--- config.mk ---
export PLATFORM = sky130hd
export DESIGN_NAME = issue_sched
export DESIGN_NICKNAME = d
export VERILOG_FILES = /design/src/rtl/sched_pkg.sv /design/src/rtl/sched_ready_table.sv /design/src/rtl/sched_age_matrix.sv /design/src/rtl/sched_slot_alloc.sv /design/src/rtl/issue_sched.sv
export SDC_FILE = /design/constraint.sdc
export NUM_CORES = 1
export LEC_CHECK = 0
export BUFFER_PORTS_ARGS = -buffer_cell sky130_fd_sc_hd__buf_2
export CAP_MARGIN = 5
export CORE_MARGIN = 2
export CORE_UTILIZATION = 41
export DETAILED_ROUTE_END_ITERATION = 7
export PLACE_DENSITY = 0.65
export SLEW_MARGIN = 25
export SYNTH_ARGS = -nofsm -noshare
export SYNTH_HDL_FRONTEND = slang
export SYNTH_SLANG_ARGS = --single-unit
--- constraint.sdc ---
create_clock -name clk -period 3.2 [get_ports clk]
set_input_delay 0.16 -clock clk [delete_from_list [all_inputs] [get_ports clk]]
set_output_delay 0.16 -clock clk [all_outputs]
set_load 0.02 [all_outputs]
--- src/rtl/sched_pkg.sv ---
package sched_pkg;
  // Per-bit update chosen for the ready table in a cycle.
  typedef enum logic [1:0] {
    RT_HOLD = 2'd0,
    RT_SET  = 2'd1,
    RT_CLR  = 2'd2
  } rt_op_e;

  localparam int DEF_ENTRIES = 4;
  localparam int DEF_PREGS   = 8;
  localparam int DEF_ID_W    = 4;
endpackage

--- src/rtl/sched_ready_table.sv ---
module sched_ready_table
  import sched_pkg::*;
#(
  parameter int PREGS = DEF_PREGS,
  localparam int TAG_W = $clog2(PREGS)
) (
  input  logic             clk,
  input  logic             rst_n,
  input  logic             clr_v,
  input  logic [TAG_W-1:0] clr_p,
  input  logic             set_a_v,
  input  logic [TAG_W-1:0] set_a_p,
  input  logic             set_b_v,
  input  logic [TAG_W-1:0] set_b_p,
  output logic [PREGS-1:0] rdy
);
  logic [PREGS-1:0] rdy_q;

  for (genvar g = 0; g < PREGS; g++) begin : g_bit
    rt_op_e op;
    always_comb begin
      if (clr_v && clr_p == TAG_W'(g))
        op = RT_CLR;
      else if ((set_a_v && set_a_p == TAG_W'(g)) ||
               (set_b_v && set_b_p == TAG_W'(g)))
        op = RT_SET;
      else
        op = RT_HOLD;
    end

    always_ff @(posedge clk or negedge rst_n) begin
      if (!rst_n) begin
        rdy_q[g] <= 1'b1;
      end else begin
        case (op)
          RT_CLR:  rdy_q[g] <= 1'b0;
          RT_SET:  rdy_q[g] <= 1'b1;
          default: rdy_q[g] <= rdy_q[g];
        endcase
      end
    end
  end

  assign rdy = rdy_q;
endmodule

--- src/rtl/sched_age_matrix.sv ---
module sched_age_matrix #(
  parameter int N = sched_pkg::DEF_ENTRIES
) (
  input  logic         clk,
  input  logic         rst_n,
  input  logic         alloc_v,
  input  logic [N-1:0] alloc_oh,
  input  logic [N-1:0] elig,
  output logic [N-1:0] grant
);
  // older_q[i][j] = 1 : entry i was written before entry j
  logic [N-1:0] older_q [N];
  logic [N-1:0] blocked;

  always_ff @(posedge clk or negedge rst_n) begin
    if (!rst_n) begin
      for (int i = 0; i < N; i++) older_q[i] <= '0;
    end else if (alloc_v) begin
      for (int k = 0; k < N; k++) begin
        if (alloc_oh[k]) begin
          for (int j = 0; j < N; j++) begin
            if (j != k) begin
              older_q[k][j] <= 1'b0;
              older_q[j][k] <= 1'b1;
            end
          end
        end
      end
    end
  end

  always_comb begin
    for (int i = 0; i < N; i++) begin
      blocked[i] = 1'b0;
      for (int j = 0; j < N; j++) begin
        if (j != i && elig[j] && older_q[j][i]) blocked[i] = 1'b1;
      end
      grant[i] = elig[i] & ~blocked[i];
    end
  end
endmodule

--- src/rtl/sched_slot_alloc.sv ---
module sched_slot_alloc #(
  parameter int N = sched_pkg::DEF_ENTRIES
) (
  input  logic [N-1:0] occ,
  output logic [N-1:0] free_oh,
  output logic         any_free
);
  logic found;

  always_comb begin
    free_oh = '0;
    found   = 1'b0;
    for (int i = 0; i < N; i++) begin
      if (!occ[i] && !found) begin
        free_oh[i] = 1'b1;
        found      = 1'b1;
      end
    end
  end

  assign any_free = ~&occ;
endmodule

--- src/rtl/issue_sched.sv ---
module issue_sched
  import sched_pkg::*;
#(
  parameter int ENTRIES = DEF_ENTRIES,
  parameter int PREGS   = DEF_PREGS,
  parameter int ID_W    = DEF_ID_W,
  localparam int TAG_W  = $clog2(PREGS)
) (
  input  logic             clk,
  input  logic             rst_n,
  input  logic             disp_valid,
  output logic             disp_ready,
  input  logic [ID_W-1:0]  disp_id,
  input  logic [TAG_W-1:0] disp_src1,
  input  logic             disp_src1_imm,
  input  logic [TAG_W-1:0] disp_src2,
  input  logic             disp_src2_imm,
  input  logic [TAG_W-1:0] disp_dst,
  input  logic             alloc_clr_valid,
  input  logic [TAG_W-1:0] alloc_clr_preg,
  input  logic             restore_set_valid,
  input  logic [TAG_W-1:0] restore_set_preg,
  input  logic             flush,
  output logic             iss_valid,
  output logic [ID_W-1:0]  iss_id,
  output logic [TAG_W-1:0] iss_dst
);
  typedef struct packed {
    logic [ID_W-1:0]  id;
    logic [TAG_W-1:0] s1;
    logic             i1;
    logic [TAG_W-1:0] s2;
    logic             i2;
    logic [TAG_W-1:0] dst;
  } ent_t;

  ent_t               ent_q [ENTRIES];
  logic [ENTRIES-1:0] ent_v;
  logic [ENTRIES-1:0] elig;
  logic [ENTRIES-1:0] grant;
  logic [ENTRIES-1:0] free_oh;
  logic               any_free;
  logic [PREGS-1:0]   rdy;
  logic               disp_fire;
  ent_t               disp_ent;

  assign disp_ready = any_free & ~flush;
  assign disp_fire  = disp_valid & disp_ready;
  assign disp_ent   = '{id: disp_id, s1: disp_src1, i1: disp_src1_imm,
                        s2: disp_src2, i2: disp_src2_imm, dst: disp_dst};

  sched_slot_alloc #(.N(ENTRIES)) u_alloc (
    .occ      (ent_v),
    .free_oh  (free_oh),
    .any_free (any_free)
  );

  sched_ready_table #(.PREGS(PREGS)) u_rt (
    .clk     (clk),
    .rst_n   (rst_n),
    .clr_v   (alloc_clr_valid),
    .clr_p   (alloc_clr_preg),
    .set_a_v (iss_valid),
    .set_a_p (iss_dst),
    .set_b_v (restore_set_valid),
    .set_b_p (restore_set_preg),
    .rdy     (rdy)
  );

  for (genvar e = 0; e < ENTRIES; e++) begin : g_ent
    assign elig[e] = ent_v[e] &
                     (ent_q[e].i1 | rdy[ent_q[e].s1]) &
                     (ent_q[e].i2 | rdy[ent_q[e].s2]);

    always_ff @(posedge clk or negedge rst_n) begin
      if (!rst_n)
        ent_v[e] <= 1'b0;
      else if (flush)
        ent_v[e] <= 1'b0;
      else if (disp_fire && free_oh[e])
        ent_v[e] <= 1'b1;
      else if (grant[e])
        ent_v[e] <= 1'b0;
    end

    always_ff @(posedge clk) begin
      if (disp_fire && free_oh[e]) ent_q[e] <= disp_ent;
    end
  end

  sched_age_matrix #(.N(ENTRIES)) u_age (
    .clk      (clk),
    .rst_n    (rst_n),
    .alloc_v  (disp_fire),
    .alloc_oh (free_oh),
    .elig     (elig),
    .grant    (grant)
  );

  always_comb begin
    iss_id  = '0;
    iss_dst = '0;
    for (int i = 0; i < ENTRIES; i++) begin
      if (grant[i]) begin
        iss_id  = iss_id  | ent_q[i].id;
        iss_dst = iss_dst | ent_q[i].dst;
      end
    end
  end

  assign iss_valid = (|grant) & ~flush;
endmodule

==> out/metrics.yaml <==
timing:
  rsz0062_at_grt: "no"
  tightestPinTransition_ns: 0.819
  finalSetupViolCount: 0
  period_needed_ns: 3.08
  setup_tns_ns: 0
  fmax_ghz: 0.324
  fin_skew_ns: 0.00746
  drv_slew: 0
  period_share_pct: 96.3
  final_hold_viol_count: 0
  relSlewSlack_pct: 45.4
die:
  die_w_um: 102
  initial_utilization_pct: 42.3
  die_height_um: 102
  io_pins: 36
  rows: 35
  coreArea_um2: 9280
  dieArea_um2: 10400
worst_setup_path:
  crit_required_ns: 3.04
  cpMaxStageDelayCell: "dfstp_2"
  worstSetupStartpointType: "flop"
  path_cells: "mux4_1, o22ai_1, a211oi_2, a22oi_2, and3_1, o41a_4, buf_2"
  cp_num_buf_inv: 1
  critPathTopFamily: "compound AO/OA/AOI/OAI gates"
  crit_type: "reg -> out"
  critPathCaptureType: "output port"
  cp.arrival_ns: 2.92
  max_stage_delay_ns: 0.64
  path_max_fanout: 9
logic_synthesis:
  ys_ff_latch: 84
  synth_top_cell_area_share_pct: 45.9
  yosys_warnings: 0
  ys_types: 49
  yosysTopAreaCell: "edfxtp_1"
  synthTopCellsByCount: "edfxtp_1, nand2_1, nor2_1, dfrtp_1, inv_1"
  synth_flop_cell: "edfxtp_1"
  synth.most_common_cell: "edfxtp_1"
  synth_nets: 300
  synth-edff-count: 60
  async_reset_ff_share_pct: 28.6
  synthTopCellsByArea: "edfxtp_1, dfrtp_1, dfstp_2, mux4_2, mux4_1"
  ys_seq_area_share_pct: 61.4
  syn_area_per_cell_um2: 14.4
  syn_area_um2: 3930
  synthCells: 273
routing:
  vias: 2468
  via_per_inst: 5.52
  dr.pass1.iters: 4
  drtIter0Drc: 137
  wl_um: 8580
  wl_per_cell_um: 19.2
  drtAntennaViolNets: 0
  drc: 0
pwr:
  combPwrFrac_pct: 12.7
  swShare_pct: 24.8
  internal-power_mw: 1.86
  ir_drop_mv: 0.185
  netSwitchingPower_mw: 0.615
  p_per_area_nw_per_um2: 556
  sequentialPowerShare_pct: 53.7
  clkPwrFrac_pct: 33.6
  leakagePower_nw: 1.65
job:
  max-cap-violations: 0
finish:
  n_antenna_cell: 0
  num-fill-cells: 826
  final_cell_count_no_fill: 447
  ff_latch_area_um2: 2410
  nNetsFinal: 340
  multi_input_area_um2: 1420
  areaGrowthSynthToFinish_pct: 13.3
  drive_gt1_share_pct: 29.2
worst_hold_path:
  hp-class: "in -> reg"
grt:
  grt_max_degree: 25
  grt_pass1_wl_um: 13100
  grt_antenna_before_repair: 0
  overflow: 0
  grt_pass1_vias: 2395
  grtUsageTotal_pct: 17.4
placement:
  io_buffers: 35
  routabilityCongestion: 0.790
  dp.cells: 430
  dp_hpwl_um: 5960
clocking:
  h-tree-depth: 3
  cts_buffers: 9
  cts_root_buf: "clkbuf_8"
  path_clk_slew_ns: 0.08
  cts.sinks: 84
  insertion_delay_ns: 0.35
  cts_tree: "done"
  cts.path.max_buffers: 2
  post_cts_buffers: 0
  cts_resized: 0
outcome:
  status: "finished, final reports clean"
## stage by stage
stage / power (mW) / instance area, µm² / setup WS, ns / hold slack [ns] / utilization [%]
after floorplan: 1.54 / 3930 / 0.760 / -0.136 / -
after global placement: 1.66 / 4220 / 0.522 / 0.186 / 45.4
after detailed placement: 1.66 / 4220 / 0.445 / 0.178 / 45.4
after CTS: 2.50 / 4450 / 0.0760 / 0.00261 / 48.0
after global routing: 2.57 / 4450 / 0.000306 / 0.00699 / 48.0
final: 2.47 / 4450 / 0.117 / 0.0262 / 48.0
## state kept, by name (all words and copies together), names as in the netlist
name and cells:
u_rt.rdy 8, u_age.older_q 12, ent_v 4, ent_q 60
## layer usage
layer / wire (µm) / track usage, % / up-vias
li1: - / - / 1139
met1: 3780 / 23.5 / 1233
met2: 4130 / 27.4 / 88
met3: 563 / 4.65 / 8
met4: 109 / 6.05 / 0
met5: 0 / 0 / -
## worst paths after layout
check	from	to	slack, ns	cells after the start
setup / recovery	u_rt.rdy[5]	iss_valid	0.12	7
setup reg to reg	u_rt.rdy[5]	u_rt.rdy[2]	0.44	8
max in group asynchronous	rst_n	u_age.older_q[2]	2.48	2
hold / removal	disp_id[1]	ent_q[2][12]	0.03	1
min in group asynchronous	rst_n	u_age.older_q[1]	0.34	2
hold reg to reg	u_age.older_q[5]	u_age.older_q[5]	0.49	2
## what timing repair did
item,4_1_cts,5_1_grt
hold buffers,1,0
hold endpoints to repair,16,0
setup endpoints to repair,0,1
## logic make-up (layout without fill, tap and decap cells)
| group | after synthesis | in the layout | share of synthesized area, % |
|---|---|---|---|
| AOI/OAI and AO/OA | 54 | 54 | 13.8 |
| buffers and inverters | 20 | 65 | 2.45 |
| DFF | 84 | 84 | 61.4 |
| and+or+nand+nor | 94 | 94 | 12.3 |
| muxes | 21 | 21 | 10.0 |
## placed cells by master (no fill, tap or decap), types with 7 or more instances in the layout
cell type   n
nand3_1    11
dfrtp_1    16
a22oi_1     9
inv_1      13
a21oi_1     7
nor2_1     17
mux4_2      8
o31a_1      7
nand2b_1    8
edfxtp_1   60
clkbuf_8   10
buf_2      35
nand2_1    32
dfstp_2     8
## power groups by stage
stage	clock [mW]	sequential, mW	combinational, mW
2_1_floorplan	0	1.31	0.232
3_3_place_gp	0	1.35	0.308
3_5_place_dp	0	1.35	0.314
4_1_cts	0.852	1.33	0.318
5_1_grt	0.888	1.34	0.341
6_report	0.831	1.33	0.315
## worst reg2reg max path, stage by stage, from the launching register on
cell	delay (ns)
dfstp_2	0.64
mux4_1	0.26
o22ai_1	0.12
a211oi_2	0.41
o31a_1	0.27
and2_1	0.37
nor4_2	0.12
o31a_1	0.26
a211oi_2	0.21
## final cells by class
type	instances	share of cell area, %
Multi-Input combinational cell	169	31.9
Timing Repair Buffer	36	4.16
Inverter	13	1.10
Clock inverter	6	1.97
Sequential cell	84	54.2
Tap cell	129	3.63
Clock buffer	10	3.09
No activity file was read; power rests on OpenSTA's default activity.
